<file path="src/rtl/eit_pkg.sv">
package eit_pkg;

    typedef enum logic [1:0] {
        EDGE_OFF  = 2'b00,
        EDGE_FALL = 2'b01,
        EDGE_RISE = 2'b10,
        EDGE_BOTH = 2'b11
    } edge_sel_e;

    // Base tolerance; each window-mode bit widens one side by one count.
    localparam int unsigned WIN_BASE = 3;

endpackage

</file>
<file path="src/rtl/eit_sync.sv">
module eit_sync #(
    parameter int unsigned STAGES = 2
) (
    input  logic clk_i,
    input  logic rst_ni,
    input  logic async_i,
    output logic sync_o
);
    typedef struct packed {
        logic [STAGES-1:0] chain;
    } sync_state_t;

    sync_state_t st_d, st_q;

    generate
        if (STAGES == 1) begin : g_single
            always_comb begin
                st_d = st_q;
                st_d.chain[0] = async_i;
            end
        end else begin : g_multi
            always_comb begin
                st_d = st_q;
                st_d.chain = {st_q.chain[STAGES-2:0], async_i};
            end
        end
    endgenerate

    always_ff @(posedge clk_i or negedge rst_ni) begin
        if (!rst_ni) st_q <= '0;
        else         st_q <= st_d;
    end

    assign sync_o = st_q.chain[STAGES-1];

endmodule

</file>
<file path="src/rtl/eit_edge_pick.sv">
module eit_edge_pick
    import eit_pkg::*;
(
    input  logic      clk_i,
    input  logic      rst_ni,
    input  logic      en_i,
    input  logic      level_i,
    input  edge_sel_e mode_i,
    output logic      restart_o
);
    typedef struct packed {
        logic prev;
    } edge_state_t;

    edge_state_t st_d, st_q;
    logic rise, fall, pick;

    always_comb begin
        st_d      = st_q;
        st_d.prev = level_i;
        rise      = level_i & ~st_q.prev;
        fall      = ~level_i & st_q.prev;
        unique case (mode_i)
            EDGE_OFF:  pick = 1'b0;
            EDGE_FALL: pick = fall;
            EDGE_RISE: pick = rise;
            EDGE_BOTH: pick = rise | fall;
            default:   pick = 1'b0;
        endcase
        restart_o = en_i & pick;
    end

    always_ff @(posedge clk_i or negedge rst_ni) begin
        if (!rst_ni) st_q <= '0;
        else         st_q <= st_d;
    end

    // a rising-only restart needs the synchronized level to be high
    a_r5_rise_level: assert property (@(posedge clk_i) disable iff (!rst_ni)
        (restart_o && mode_i == EDGE_RISE) |-> level_i);

endmodule

</file>
<file path="src/rtl/eit_window.sv">
module eit_window
    import eit_pkg::*;
#(
    parameter int unsigned CNT_W = 12
) (
    input  logic [CNT_W-1:0] count_i,
    input  logic [CNT_W-1:0] nominal_i,
    input  logic [1:0]       mode_i,
    output logic             hit_o
);
    localparam int unsigned XW = CNT_W + 1;
    localparam logic [XW-1:0] BASE_X = XW'(WIN_BASE);

    logic [XW-1:0] cnt_x, nom_x, lo_x, hi_x;

    always_comb begin
        cnt_x = {1'b0, count_i};
        nom_x = {1'b0, nominal_i};
        lo_x  = BASE_X + {{CNT_W{1'b0}}, mode_i[0]};
        hi_x  = BASE_X + {{CNT_W{1'b0}}, mode_i[1]};
        // nominal - lo <= count  rewritten as  count + lo >= nominal
        hit_o = ((cnt_x + lo_x) >= nom_x) && (cnt_x <= (nom_x + hi_x));
    end

endmodule

</file>
<file path="src/rtl/eit_interval_cnt.sv">
module eit_interval_cnt #(
    parameter int unsigned CNT_W = 12
) (
    input  logic             clk_i,
    input  logic             rst_ni,
    input  logic             en_i,
    input  logic             restart_i,
    input  logic             win_hit_i,
    output logic [CNT_W-1:0] count_o,
    output logic [CNT_W-1:0] interval_o,
    output logic             in_window_o,
    output logic             stb_o
);
    localparam logic [CNT_W-1:0] CNT_MAX = '1;
    localparam logic [CNT_W-1:0] CNT_ONE = CNT_W'(1);

    typedef struct packed {
        logic [CNT_W-1:0] cnt;
        logic [CNT_W-1:0] iv;
        logic             win;
        logic             stb;
    } cnt_state_t;

    cnt_state_t st_d, st_q;

    always_comb begin
        st_d     = st_q;
        st_d.stb = 1'b0;
        if (!en_i) begin
            st_d.cnt = '0;
        end else if (restart_i) begin
            st_d.iv  = st_q.cnt;
            st_d.win = win_hit_i;
            st_d.cnt = CNT_ONE;
            st_d.stb = 1'b1;
        end else if (st_q.cnt != CNT_MAX) begin
            st_d.cnt = st_q.cnt + CNT_ONE;
        end
    end

    always_ff @(posedge clk_i or negedge rst_ni) begin
        if (!rst_ni) st_q <= '0;
        else         st_q <= st_d;
    end

    assign count_o     = st_q.cnt;
    assign interval_o  = st_q.iv;
    assign in_window_o = st_q.win;
    assign stb_o       = st_q.stb;

    // a disabled cycle leaves the counter at zero and no strobe
    a_r10_held_zero: assert property (@(posedge clk_i) disable iff (!rst_ni)
        !$past(en_i) |-> (st_q.cnt == '0 && !st_q.stb));

    // once at the top, the counter stays there until restarted
    a_r9_no_wrap: assert property (@(posedge clk_i) disable iff (!rst_ni)
        (st_q.cnt == CNT_MAX && en_i && !restart_i) |=> st_q.cnt == CNT_MAX);

    // every strobe coincides with a counter reloaded to one
    a_r7_reload_one: assert property (@(posedge clk_i) disable iff (!rst_ni)
        st_q.stb |-> st_q.cnt == CNT_ONE);

endmodule

</file>
<file path="src/rtl/edge_interval_timer.sv">
module edge_interval_timer
    import eit_pkg::*;
#(
    parameter int unsigned CNT_W       = 12,
    parameter int unsigned SYNC_STAGES = 2
) (
    input  logic             clk_i,
    input  logic             rst_ni,
    input  logic             rx_en_i,
    input  logic             line_i,
    input  logic [1:0]       edge_mode_i,
    input  logic [1:0]       win_mode_i,
    input  logic [CNT_W-1:0] nominal_i,
    output logic [CNT_W-1:0] interval_o,
    output logic             in_window_o,
    output logic             edge_stb_o
);
    localparam int unsigned MAX_SPAN = WIN_BASE + 1;

    logic             line_sync;
    logic             restart;
    logic             win_hit;
    logic [CNT_W-1:0] count;

    eit_sync #(.STAGES(SYNC_STAGES)) u_sync (
        .clk_i   (clk_i),
        .rst_ni  (rst_ni),
        .async_i (line_i),
        .sync_o  (line_sync)
    );

    eit_edge_pick u_edge (
        .clk_i     (clk_i),
        .rst_ni    (rst_ni),
        .en_i      (rx_en_i),
        .level_i   (line_sync),
        .mode_i    (edge_sel_e'(edge_mode_i)),
        .restart_o (restart)
    );

    eit_window #(.CNT_W(CNT_W)) u_window (
        .count_i   (count),
        .nominal_i (nominal_i),
        .mode_i    (win_mode_i),
        .hit_o     (win_hit)
    );

    eit_interval_cnt #(.CNT_W(CNT_W)) u_cnt (
        .clk_i       (clk_i),
        .rst_ni      (rst_ni),
        .en_i        (rx_en_i),
        .restart_i   (restart),
        .win_hit_i   (win_hit),
        .count_o     (count),
        .interval_o  (interval_o),
        .in_window_o (in_window_o),
        .stb_o       (edge_stb_o)
    );

    // polarity off in the previous cycle means no strobe now
    a_r3_off_no_strobe: assert property (@(posedge clk_i) disable iff (!rst_ni)
        $past(edge_mode_i == 2'b00) |-> !edge_stb_o);

    // a captured hit never lies beyond the widest window
    a_r8_window_bound: assert property (@(posedge clk_i) disable iff (!rst_ni)
        (edge_stb_o && in_window_o) |->
        (({1'b0, interval_o} + (CNT_W+1)'(MAX_SPAN) >= {1'b0, $past(nominal_i)}) &&
         ({1'b0, interval_o} <= {1'b0, $past(nominal_i)} + (CNT_W+1)'(MAX_SPAN))));

endmodule

</file>
<file path="config.mk">
export PLATFORM = sky130hd
export DESIGN_NAME = edge_interval_timer
export DESIGN_NICKNAME = d
export VERILOG_FILES = /design/src/rtl/eit_pkg.sv /design/src/rtl/eit_sync.sv /design/src/rtl/eit_edge_pick.sv /design/src/rtl/eit_window.sv /design/src/rtl/eit_interval_cnt.sv /design/src/rtl/edge_interval_timer.sv
export SDC_FILE = /design/constraint.sdc
export NUM_CORES = 1
export LEC_CHECK = 0
export ABC_AREA = 1
export BUFFER_PORTS_ARGS = -buffer_cell sky130_fd_sc_hd__buf_2
export CAP_MARGIN = 20
export CELL_PAD_IN_SITES_DETAIL_PLACEMENT = 0
export CELL_PAD_IN_SITES_GLOBAL_PLACEMENT = 1
export CORE_MARGIN = 3
export CORE_UTILIZATION = 45
export CTS_BUF_LIST = sky130_fd_sc_hd__clkbuf_16
export DETAILED_ROUTE_END_ITERATION = 12
export MAX_ROUTING_LAYER = met4
export PLACE_DENSITY = 0.91
export SLEW_MARGIN = 20
export SYNTH_ARGS = -nofsm -noshare
export SYNTH_HDL_FRONTEND = slang
export SYNTH_SLANG_ARGS = --single-unit
export TNS_END_PERCENT = 5
</file>
<file path="constraint.sdc">
create_clock -name clk_i -period 4.38 [get_ports clk_i]
set_input_delay 0.219 -clock clk_i [delete_from_list [all_inputs] [get_ports clk_i]]
set_output_delay 0.219 -clock clk_i [all_outputs]
set_load 0.005 [all_outputs]
</file>
# Word-level counts from Yosys, hierarchy flattened
# Index checks and enable logic that the tools add are counted.
[totals] inputBits=20 reg_bits=29
[op_classes] add_sub_neg=5 magnitude_cmp=2 n_eq_ne=5 n_bitwise=6 reduce_logical=3 muxes=6
[ops] op="2-to-1 mux 12 bit" count=3
[ops] op="adder 12 x 13 -> 13 bit" count=1
[ops] op="adder 12 x 3 -> 13 bit" count=1
[ops] op="greater-or-equal comparator 13 x 12 -> 1 bit" count=1
[ops] op="<= comparator 12 x 13 -> 1 bit" count=1
[ops] op="adder 12 x 1 -> 12 bit (second input constant)" count=1
[ops] op="inequality test 12 bit (second input constant)" count=1
[ops] op="adder 2 x 1 -> 3 bit (first input constant)" count=2
[ops] op="equality test 2 bit (second input constant)" count=2
[ops] op="one-hot mux 1 bit (4 select lines)" count=1
[ops] op="AND 1 bit" count=3
[ops] op="inequality test 3 x 1 -> 1 bit (second input constant)" count=1
[ops] op="equality test 2 x 1 -> 1 bit (second input constant)" count=1
[ops] op="zero test 2 bit" count=1
[ops] op="2-to-1 mux 1 bit" count=2
[ops] op="NOT 1 bit" count=2
[ops] op="AND reduction 2 bit" count=1
[ops] op="logical AND 1 bit" count=1
[ops] op="OR 1 bit" count=1

# Longest topological paths before layout
# Gate-level depths: netlist of run 1.
[logic_depth] ltp_word=7 depth_mapped=20

# By module
# Synthesis of run 1 repeated with hierarchy kept, for this count alone.
[unflattened] cells_unflattened=351 area_unflattened_um2=2524.9
[by_module_without_submodules] module="eit_interval_cnt" seq_area_each_um2=650.6 cells_each=145 n_inst=1 area_each_um2=1201.2
[by_module_without_submodules] module="eit_window" seq_area_each_um2=0.0 cells_each=188 n_inst=1 area_each_um2=1174.9
[by_module_without_submodules] module="eit_edge_pick" seq_area_each_um2=25.0 cells_each=16 n_inst=1 area_each_um2=98.8
[by_module_without_submodules] module="eit_sync" seq_area_each_um2=50.0 cells_each=2 n_inst=1 area_each_um2=50.0

# Worst setup path after synthesis of run 1
# OpenSTA, ideal clock, no wires.
[synth_timing] path_kind="input port to flip-flop" startpoint="in win_mode_i[1]" endpoint="reg u_cnt.st_q, in the netlist u_cnt.in_window_o" path_stages=16 path_buffers=0 t_required_ns=4.315 path_slack_ns=1.954 arrival_ns=2.361 cell_sequence="inv_1 ha_1 inv_1 fa_1 o21ai_4 nand3_2 nor3_2 xor2_1 ha_1 nand2_1 nor3_1 nand2_1 or2_2 nand2_1 nand2_1 nand2_1"
[synth_between] elab_chain_cells=4
[synth_rtl] element="from (decl)" line_no="edge_interval_timer.sv:12" text="input logic [1:0] win_mode_i,"
[synth_rtl] element="adder 2 x 1 -> 3 bit" line_no="eit_window.sv:20" text="hi_x = BASE_X + {{CNT_W{1'b0}}, mode_i[1]};"
[synth_rtl] element="adder 12 x 13 -> 13 bit" line_no="eit_window.sv:22" text="hit_o = ((cnt_x + lo_x) >= nom_x) && (cnt_x <= (nom_x + hi_x));"
[synth_rtl] element="<= comparator 12 x 13 -> 1 bit" line_no="eit_window.sv:22"
[synth_rtl] element="logical AND 1 bit" line_no="eit_window.sv:22"
[synth_rtl] element="to (signal assigned)" line_no="eit_interval_cnt.sv:43" text="else st_q <= st_d;"
[synth_rtl] element="to (decl)" line_no="eit_interval_cnt.sv:24" text="cnt_state_t st_d, st_q;"
# Every way passes these cells.
# A chain may end at the register's enable or synchronous reset.

# Worst setup path after layout of run 1
[layout_timing] startpoint="reg u_cnt.st_q, in the netlist u_cnt.count_o[0]" endpoint="reg u_cnt.st_q, in the netlist u_cnt.in_window_o"
[layout_between] elab_chain_cells=3 elab_cells_between_ends=4 classes_between="add/sub: 1; order compare: 2; reduce/logical: 1"
[layout_rtl] element="adder 12 x 3 -> 13 bit" line_no="eit_window.sv:22"
[layout_rtl] element="greater-or-equal comparator 13 x 12 -> 1 bit" line_no="eit_window.sv:22"
[layout_rtl] element="logical AND 1 bit *" line_no="eit_window.sv:22"
# Mark *: on every way between the ends. The rest lies on a longest branch, timed or not.

==> key figures, run 1 <==
Global routing
  – Initial antenna violation count: 0
  – Number of global-route vias before repair: 2,167
  – GR Layer Usage met3: 2.60%
  – Met1 usage: 26.6%
  – Gr usage total: 20.1%
  – Met2 GRT Util: 30.9%
  – First-pass GRT wire length: 9850 um
  – Largest net degree at the start of global routing: 30
  – Gr ovfl total: 0
  – Grt peak-use layer: met2

Floorplan
  – Die Wd: 80.0 um
  – Total core area: 5200 um^2
  – Starting density of the core: 47.3%
  – Std-Cell Rows: 26
  – Die H: 80.0 um
  – Die area: 6400 um^2
  – I/O Pins: 34

Job
  – Max Cap Viol: 0

Timing
  – Final Worst Setup Slack: 1.82 ns
  – RSZ-0062 raised after global routing: no
  – Tightest Pin Transition: 0.651 ns
  – Max-slew headroom: 56.6%
  – Final setup viols: 0
  – Final Hold Vio Count: 0
  – Worst Skew: 0.00493 ns
  – Min Clock Period, post-route: 2.56 ns
  – Slew Viols, Final: 0
  – Fmax: 391 MHz
  – TNS Setup: 0 ns
  – Tcrit/Tclk final: 58.4%

Logic synthesis
  – Yosys top cell area share: 29.5%
  – Cell variety after synth: 33
  – Seq cells post-synth: 29
  – Area contributors post-synth: dfrtp_1 (29%), ha_1 (16%), nand2_1 (13%)
  – Synth area leader: dfrtp_1
  – Synth warnings: 0
  – Async set-reset flop share out of synthesis: 100%
  – Post-synth EDFFs: 0
  – Commonest cells in the netlist: nand2_1 (84), inv_1 (55), ha_1 (32), dfrtp_1 (29), nor2_1 (27)
  – Mapped Cells: 337
  – Mapped Nets: 390
  – Post-Syn Area: 2460 um^2
  – Prevailing post-synth register cell: dfrtp_1
  – Sequential share of the synthesized area: 29.5%
  – Syn avg cell area: 7.31 um^2
  – Most common cell in the netlist: nand2_1

Clocking
  – TritonCTS clock tree: yes
  – CTS sink cnt: 29
  – Post-CTS sizing: 0
  – Max clock buf depth: 2
  – Clk slew on worst S/H paths: 0.05 ns
  – Root buffer selected by CTS: clkbuf_16
  – Cts bufs inserted: 5
  – Clock latency on the worst-skew pair: 0.27 ns
  – Postcts setup bufs: 0
  – H-tree levels: 2

Route
  – Routed vias/inst: 5.00
  – Vias: 2,226
  – DRC viols: 0
  – Remaining antenna violation count after routing: 0
  – Final WL: 5600 um
  – DRT Pass-1 Iters: 4
  – DR WL/cell: 12.6 um
  – DRT iter0 DRCs: 119

Worst setup path
  – CP Capture Type: flop
  – Critical path class: reg2reg
  – Worst-path maximum fanout: 5
  – Req. time, crit path: 4.54 ns
  – Crit path DAT: 2.72 ns
  – Type of origin of the critical path: flop

Hold path
  – Hold Path Class: in2reg

Placement
  – Placed cell areas: 2690 um^2
  – Port Buffers: 33
  – Hpwl dp: 4510 um
  – Final GP Congestion: 0.855
  – Post-place setup slack: 1.56 ns

Final layout
  – FILL cells: 538
  – Final std cell area, no fill: 2840 um^2
  – Diode count: 0
  – Final nets: 427
  – P&R area growth vs syn: 15.1%
  – Share of cells above drive strength 1: 15.5%

Pwr
  – Sequential share of power: 39.1%
  – Net switching power figure: 0.201 mW
  – Power per cell area: 259 nW/um^2
  – Logic pwr share: 17.8%
  – Internal Pwr Total: 0.532 mW
  – Peak VDD IR: 0.184 mV
  – Leak pwr: 1.56 nW
  – Sw frac: 27.4%
  – Clock power frac: 43.1%

Status
  – Status: finished clean
## metrics by stage
step           total power [mW]  utilization [%]  cells  hold WS (ns)
5_1_grt                   0.779             54.5    445        0.0454
3_5_place_dp              0.420             51.6    436         0.280
4_1_cts                   0.741             54.5    445        0.0443
2_1_floorplan             0.375                -    337       -0.0766
6_report                  0.733             54.5    445        0.0502
3_3_place_gp              0.418             51.6    436         0.281
## cells by family (layout without fill, tap and decap cells)
family,after synthesis,after routing,share of synthesized area [%]
buffers and inverters,61,99,9.85
and+or+nand+nor,150,150,26.9
xor gates and xnor gates,16,16,5.69
AOI/OAI and AO/OA,48,48,11.1
adders and majority gates,33,33,17.1
DFF,29,29,29.5
## area by class of cell
| class | count | area, um^2 | share of cell area [%] |
|---|---|---|---|
| multi-input cells | 247 | 1500 | 52.7 |
| clock buffers | 5 | 125 | 4.41 |
| clock inverters | 3 | 12.5 | 0.441 |
| inverters | 57 | 214 | 7.55 |
| repair buffers | 34 | 175 | 6.18 |
| well taps | 70 | 87.6 | 3.09 |
| flip-flops and latches | 29 | 726 | 25.6 |
## metal layers
layer	part of all wire, %	vias to the layer above
met5	0	-
met4	2.3	0
met3	4.5	13
met2	43	55
met1	50	1003
li1	-	1155
## worst max-delay path, stage by stage (launching register included)
cell     delay [ns]
dfrtp_1        0.39
inv_1          0.10
ha_1           0.22
ha_1           0.22
inv_1          0.08
nand2_1        0.06
nor2_1         0.14
nand2_1        0.09
nor2_1         0.12
xor2_1         0.16
ha_1           0.24
nand2_1        0.06
inv_1          0.04
a21oi_1        0.11
nand2_1        0.06
inv_1          0.05
nand2_1        0.04
nor2_1         0.09
nor2_1         0.05
nand2_1        0.07
nand2_1        0.04
## power by group through the flow
stage	combinational, mW	clock (mW)	sequential [mW]
finish	0.131	0.316	0.287
global route	0.153	0.338	0.288
CTS	0.132	0.322	0.287
detailed placement	0.130	0	0.290
global placement	0.127	0	0.290
floorplan	0.0864	0	0.288
## flip-flops by register name (all words and copies together), names as in the netlist
signal / flops
u_sync.st_q: 2
u_edge.st_q: 1
u_cnt.in_window_o: 1
u_cnt.count_o: 12
u_cnt.stb_o: 1
u_cnt.interval_o: 12
## what timing repair did
| action | CTS | global route |
|---|---|---|
| endpoints found under the hold margin | 29 | 0 |
| hold buffers | 1 | 0 |
| setup endpoints to repair | 0 | 0 |
## final timing paths
path / start / to / slack (ns) / cells past startpoint
worst min-delay path: line_i / u_sync.st_q[0] / 0.05 / 1
worst max-delay path: u_cnt.count_o[0] / u_cnt.in_window_o / 1.82 / 20
worst max register to register: u_cnt.count_o[0] / u_cnt.in_window_o / 1.82 / 20
max in group asynchronous: rst_ni / u_cnt.count_o[9] / 3.44 / 2
worst min register to register: u_sync.st_q[0] / u_sync.st_q[1] / 0.36 / 0
min in group asynchronous: rst_ni / u_cnt.interval_o[0] / 0.51 / 2
## placed cells by master (no fill, tap or decap), drive strengths merged, types with 5 or more instances in the layout
master / count
nor2: 31
a21oi: 21
ha: 32
clkbuf: 5
nor3: 7
inv: 56
buf: 33
nand3: 17
dfrtp: 29
o21ai: 20
nand2: 90
xor2: 15
(Power assumes the default switching activity.)
==> run 2, diff against run 1 <==
--- a/config.mk
+++ b/config.mk
@@ -5,17 +5,17 @@
 export SDC_FILE = /design/constraint.sdc
 export NUM_CORES = 1
 export LEC_CHECK = 0
-export ABC_AREA = 1
+export ABC_AREA = 0
 export BUFFER_PORTS_ARGS = -buffer_cell sky130_fd_sc_hd__buf_2
 export CAP_MARGIN = 20
 export CELL_PAD_IN_SITES_DETAIL_PLACEMENT = 0
 export CELL_PAD_IN_SITES_GLOBAL_PLACEMENT = 1
 export CORE_MARGIN = 3
-export CORE_UTILIZATION = 45
+export CORE_UTILIZATION = 43
 export CTS_BUF_LIST = sky130_fd_sc_hd__clkbuf_16
 export DETAILED_ROUTE_END_ITERATION = 12
 export MAX_ROUTING_LAYER = met4
-export PLACE_DENSITY = 0.91
+export PLACE_DENSITY = 0.86
 export SLEW_MARGIN = 20
 export SYNTH_ARGS = -nofsm -noshare
 export SYNTH_HDL_FRONTEND = slang
==> constraint.sdc (replaced) <==
create_clock -name clk_i -period 2.4 [get_ports clk_i]
set_input_delay 0.12 -clock clk_i [delete_from_list [all_inputs] [get_ports clk_i]]
set_output_delay 0.12 -clock clk_i [all_outputs]
set_load 0.005 [all_outputs]
==> key figures, run 2 <==
Pwr
  – Logic pwr share: 18.3%
  – Net switching power figure: 0.363 mW
  – Internal Pwr Total: 1.12 mW
  – Design Power: 1.48 mW
  – Sw frac: 24.5%
  – Clock power frac: 46.5%
  – Leak pwr: 1.55 nW
  – Peak VDD IR: 0.359 mV
  – Power per cell area: 485 nW/um^2
  – Sequential share of power: 35.1%

Floorplan
  – Die Wd: 79.3 um
  – Std-Cell Rows: 26
  – Die area: 6290 um^2
  – Starting density of the core: 45.0%
  – I/O Pins: 34
  – Die H: 79.3 um
  – Total core area: 5140 um^2

Timing
  – TNS Setup: -0.0355 ns
  – Tcrit/Tclk final: 101%
  – Final Hold Vio Count: 0
  – Fmax: 411 MHz
  – Worst Skew: 0.00599 ns
  – Max-slew headroom: 56.5%
  – Final Worst Setup Slack: -0.0355 ns
  – RSZ-0062 raised after global routing: yes
  – Final setup viols: 1
  – Final hold slack: 0.0948 ns
  – Tightest Pin Transition: 0.652 ns
  – Slew Viols, Final: 0
  – Min Clock Period, post-route: 2.44 ns

Global routing
  – Initial antenna violation count: 0
  – Gr ovfl total: 0
  – Largest net degree at the start of global routing: 30
  – Gr usage total: 19.5%
  – Number of global-route vias before repair: 2,103
  – First-pass GRT wire length: 9450 um

Final layout
  – P&R area growth vs syn: 32.2%
  – Final nets: 390
  – Diode count: 0
  – Share of cells above drive strength 1: 28.1%
  – Final std cell area, no fill: 3060 um^2
  – Leading cell type in the layout, fill and taps excluded: nand2_1
  – FILL cells: 493
  – Post-layout util: 59.4%
  – Commonest cells after routing, fill and taps aside: nand2_1 (38), buf_2 (33), buf_4 (32)

Worst setup path
  – Worst path slowest cell: dfrtp_1
  – R2r setup slk: -0.04 ns
  – Buf+Inv Stages, Crit Path: 1
  – Critical path class: reg2reg
  – Worst-path maximum fanout: 3
  – RR Startpoint: u_cnt.count_o[0]
  – CP cell instances: inv_2 -> ha_4 -> ha_4 -> nand2b_4 -> nor2_4 -> xor2_1 -> ha_1 -> a211o_1 -> a21oi_1 -> a221oi_2 -> a2111oi_2 -> a311oi_1
  – CP most frequent cell: ha_4
  – CP delay by family, top: compound AO/OA/AOI/OAI gates
  – Worst R2R Path Depth: 12
  – Req. time, crit path: 2.54 ns
  – RR Endpoint: u_cnt.in_window_o
  – Crit path DAT: 2.58 ns
  – Type of origin of the critical path: flop
  – Slowest stage delay, CP: 0.36 ns
  – CP Capture Type: flop

Clocking
  – Postcts setup bufs: 0
  – TritonCTS clock tree: yes
  – Clk slew on worst S/H paths: 0.05 ns
  – Clock latency on the worst-skew pair: 0.27 ns
  – CTS sink cnt: 29
  – Cts bufs inserted: 5
  – H-tree levels: 2
  – Root buffer selected by CTS: clkbuf_16
  – Max clock buf depth: 2

Logic synthesis
  – Synth warnings: 0
  – Mapped Cells: 271
  – Post-synth EDFFs: 0
  – Seq cells post-synth: 29
  – Syn avg cell area: 8.53 um^2
  – Yosys top cell area share: 31.4%
  – Async set-reset flop share out of synthesis: 100%
  – Mapped Nets: 324
  – Synth area leader: dfrtp_1
  – Commonest cells in the netlist: nand2_1 (38), ha_1 (32), dfrtp_1 (29), inv_1 (23), nor2_1 (22)
  – Cell variety after synth: 46
  – Post-Syn Area: 2310 um^2
  – Prevailing post-synth register cell: dfrtp_1
  – Sequential share of the synthesized area: 31.4%
  – Most common cell in the netlist: nand2_1
  – Area contributors post-synth: dfrtp_1 (31%), ha_1 (17%), xnor2_1 (7.6%)

Hold path
  – Worst Hold Endpoint: u_cnt.count_o[0]
  – Hold Path Origin: rx_en_i
  – Cells on Worst Hold Path: 2
  – Hold Path Class: in2reg

Route
  – Metal1 wirelength: 2640 um
  – Routed vias/inst: 5.13
  – Remaining antenna violation count after routing: 0
  – Met2 Wirelength: 2540 um
  – DR WL/cell: 13.5 um
  – Vias: 2,095
  – Top sig layer: met4
  – Final WL: 5500 um
  – DRC viols: 0
  – DRT iter0 DRCs: 95
  – DRT Pass-1 Iters: 4
  – Met3 Wirelength: 283 um

Placement
  – Hpwl dp: 4380 um
  – Final GP Congestion: 0.918
  – Placed cell areas: 2830 um^2
  – Port Buffers: 33

Status
  – Status: finished, violations left
  – Failing checks: setup timing

Job
  – Max Cap Viol: 0
==> run 2: cell count changes after synthesis, moves of 5 or more <==
| cell | delta |
|---|---|
| nand2_1 | -46 |
| nor3_1 | +9 |
| xnor2_1 | +19 |
| inv_1 | -32 |
| nand2_2 | -6 |
| nor2_1 | -5 |
| a21oi_1 | -11 |
| nand4_1 | +6 |
| o21ai_0 | -5 |
| o21ai_1 | -5 |
| xor2_1 | -8 |
==> run 2: stage by stage <==
stage / setup slack, ns / cells
floorplan: 0.00416 / 271
global placement: -0.327 / 398
detailed placement: -0.368 / 398
CTS: -0.119 / 408
global route: -0.235 / 408
finish: -0.0355 / 408
==> run 2: what timing repair did <==
action / 4_1_cts / 5_1_grt
pin swaps: 0 / 4
resized for setup: 3 / 7
endpoints found under the hold margin: 30 / 0
hold buffers: 2 / 0
setup endpoints to repair: 1 / 1
==> run 2: area by class of cell <==
class                           count  area (um^2)  share of cell area [%]
Clock buffer                        5          125                    4.10
Clock inverter                      3         37.5                    1.23
Inverter                           24         97.6                    3.19
Multi-Input combinational cell    209         1550                    50.6
Sequential cell                    29          726                    23.8
Tap cell                           70         87.6                    2.87
Timing Repair Buffer               68          437                    14.3
==> run 2: power by group through the flow <==
stage               sequential, mW  clock (mW)  combinational, mW
CTS                          0.521       0.702              0.272
global route                 0.523       0.718              0.312
global placement             0.528           0              0.258
finish                       0.521       0.690              0.271
detailed placement           0.529           0              0.266
floorplan                    0.530           0              0.148
==> run 2: kinds of logic after synthesis <==
kind of cell	share of synthesized area, %
AND/OR/NAND/NOR	24.1
AO/OA/AOI/OAI	9.42
buffers and inverters	6.17
adder cells (fa/ha/maj)	18.2
flip-flops	31.4
XOR/XNOR	10.2
multiplexers	0.433
==> run 2: worst max path at each step <==
stage / cells after the start / from / to
after CTS: 12 / u_cnt.count_o[0] / u_cnt.in_window_o
final: 12 / u_cnt.count_o[0] / u_cnt.in_window_o
after detailed placement: 15 / win_mode_i[1] / u_cnt.in_window_o
after floorplan: 14 / win_mode_i[1] / u_cnt.in_window_o
after global placement: 15 / win_mode_i[1] / u_cnt.in_window_o
after global routing: 15 / win_mode_i[1] / u_cnt.in_window_o
==> run 2: per-layer routing <==
layer | global-route usage (%) | vias to the layer above
met5 | - | -
met4 | 6.19 | 0
met3 | 3.40 | 6
met2 | 30.1 | 43
met1 | 26.0 | 985
li1 | - | 1061
==> run 3, diff against run 2 <==
--- a/config.mk
+++ b/config.mk
@@ -10,13 +10,12 @@
 export CAP_MARGIN = 20
 export CELL_PAD_IN_SITES_DETAIL_PLACEMENT = 0
 export CELL_PAD_IN_SITES_GLOBAL_PLACEMENT = 1
-export CORE_MARGIN = 3
+export CORE_MARGIN = 1.5
 export CORE_UTILIZATION = 43
 export CTS_BUF_LIST = sky130_fd_sc_hd__clkbuf_16
 export DETAILED_ROUTE_END_ITERATION = 12
 export MAX_ROUTING_LAYER = met4
 export PLACE_DENSITY = 0.86
-export SLEW_MARGIN = 20
 export SYNTH_ARGS = -nofsm -noshare
 export SYNTH_HDL_FRONTEND = slang
 export SYNTH_SLANG_ARGS = --single-unit
==> key figures, run 3 (same netlist as run 2, synthesis figures left out) <==
Worst setup path
  – CP Capture Type: flop
  – RR Startpoint: u_cnt.count_o[0]
  – Slowest stage delay, CP: 0.35 ns
  – Worst-path maximum fanout: 3
  – Critical path class: reg2reg
  – CP cell instances: inv_2 -> ha_4 -> ha_4 -> nand2b_4 -> nor2_4 -> xor2_1 -> ha_1 -> a211o_1 -> a21oi_2 -> a221oi_2 -> a2111oi_2 -> a311oi_1
  – Req. time, crit path: 2.54 ns
  – R2r setup slk: -0.05 ns
  – CP delay by family, top: compound AO/OA/AOI/OAI gates
  – Buf+Inv Stages, Crit Path: 1
  – CP startpoint: u_cnt.count_o[0]
  – Worst path slowest cell: dfrtp_1
  – Type of origin of the critical path: flop
  – Crit path DAT: 2.58 ns
  – CP most frequent cell: ha_4

Route
  – Final WL: 5260 um
  – Vias: 2,079
  – DR WL/cell: 12.9 um
  – Routed vias/inst: 5.08
  – Remaining antenna violation count after routing: 0
  – DRC viols: 0
  – DRT Pass-1 Iters: 4
  – DRT iter0 DRCs: 59

Clocking
  – Postcts setup bufs: 0
  – Max clock buf depth: 2
  – Clock latency on the worst-skew pair: 0.27 ns
  – TritonCTS clock tree: yes
  – H-tree levels: 2
  – Root buffer selected by CTS: clkbuf_16
  – Clk slew on worst S/H paths: 0.05 ns
  – CTS sink cnt: 29
  – Cts bufs inserted: 5

Floorplan
  – Total core area: 5140 um^2
  – Die area: 5820 um^2
  – I/O Pins: 34
  – Die H: 76.3 um
  – Die Wd: 76.3 um
  – Std-Cell Rows: 26
  – Starting density of the core: 45.0%

Final layout
  – Leading cell type in the layout, fill and taps excluded: nand2_1
  – Diode count: 0
  – Commonest cells after routing, fill and taps aside: nand2_1 (38), buf_4 (34), buf_2 (33)
  – Share of cells above drive strength 1: 29.8%
  – Final std cell area, no fill: 3050 um^2
  – Multi-input gate area: 1560 um^2
  – Register area: 726 um^2
  – FILL cells: 503
  – P&R area growth vs syn: 32.0%
  – Final nets: 391
  – Non-Filler Instances: 409

Global routing
  – Gr usage total: 20.1%
  – Largest net degree at the start of global routing: 30
  – First-pass GRT wire length: 9230 um
  – Number of global-route vias before repair: 2,040
  – Gr ovfl total: 0
  – Initial antenna violation count: 0

Pwr
  – Sequential share of power: 37.7%
  – Net switching power figure: 0.368 mW
  – Power per cell area: 453 nW/um^2
  – Peak VDD IR: 0.410 mV
  – Clock power frac: 43.0%
  – Leak pwr: 1.55 nW
  – Internal Pwr Total: 1.01 mW
  – Sw frac: 26.6%
  – Logic pwr share: 19.3%

Status
  – Failing checks: setup timing
  – Status: finished, violations left

Timing
  – Final Hold Vio Count: 0
  – Min Clock Period, post-route: 2.45 ns
  – Slew Viols, Final: 0
  – Max-slew headroom: 57.6%
  – Final Worst Setup Slack: -0.0475 ns
  – TNS Setup: -0.0475 ns
  – Tightest Pin Transition: 0.636 ns
  – Fmax: 409 MHz
  – Worst Skew: 0.00324 ns
  – RSZ-0062 raised after global routing: yes
  – Final setup viols: 1
  – Tcrit/Tclk final: 102%

Hold path
  – Hold Path Class: in2reg
  – Hold Path Origin: rx_en_i

Placement
  – # placed instances: 399
  – Final GP Congestion: 0.909
  – Hpwl dp: 4240 um
  – Placed cell areas: 2840 um^2
  – Port Buffers: 33

Job
  – Max Cap Viol: 0
run 3: timing repair:
item,4_1_cts,5_1_grt
endpoints found under the setup margin,1,1
pin swaps,0,2
hold endpoints to repair,30,0
gates resized for setup,2,9
hold buffers,2,0
run 3: power by group through the flow:
stage	combinational, mW	clock (mW)	sequential (mW)
2_1_floorplan	0.148	0	0.530
3_3_place_gp	0.257	0	0.529
3_5_place_dp	0.264	0	0.529
4_1_cts	0.270	0.603	0.520
5_1_grt	0.310	0.636	0.522
6_report	0.267	0.595	0.520
run 3: path summary, 6_finish.rpt:
kind                                          end  depth (start not counted)
worst max-delay path            u_cnt.in_window_o                         12
worst min-delay path             u_cnt.count_o[0]                          2
worst max register to register  u_cnt.in_window_o                         12
worst min register to register     u_sync.st_q[1]                          0
max in group asynchronous        u_cnt.count_o[1]                          2
min in group asynchronous       u_cnt.in_window_o                          2
run 3: area by class of cell:
class / instances / area share [%]
multi-input cells: 209 / 51.0
flip-flops and latches: 29 / 23.8
repair buffers: 69 / 14.4
clock buffers: 5 / 4.10
inverters: 24 / 3.20
well taps: 70 / 2.87
clock inverters: 3 / 0.574
run 3: routing by layer:
metal	share of wire, %	up-vias	GRT usage (%)
met2	45	37	30.4
met4	1.3	0	5.74
li1	-	1061	-
met1	50	975	27.8
met5	0	-	-
met3	4.1	6	3.47
run 3: worst reg2reg max path, delay by kind of cell, from the launching register on:
kind / cells / cell delay [ns]
xor+xnor: 1 / 0.17
simple gates: 2 / 0.24
flops: 1 / 0.35
fa+ha+maj: 3 / 0.58
compound gates: 5 / 0.91
buf+inv: 1 / 0.06
run 3: stage by stage:
stage	hold slack, ns	power [mW]	worst slack (ns)	util, %
2_1_floorplan	-0.176	0.678	0.00416	-
3_3_place_gp	0.178	0.785	-0.310	55.3
3_5_place_dp	0.181	0.793	-0.371	55.3
4_1_cts	0.0994	1.39	-0.0957	58.5
5_1_grt	0.107	1.47	-0.180	59.3
6_report	0.101	1.38	-0.0475	59.3
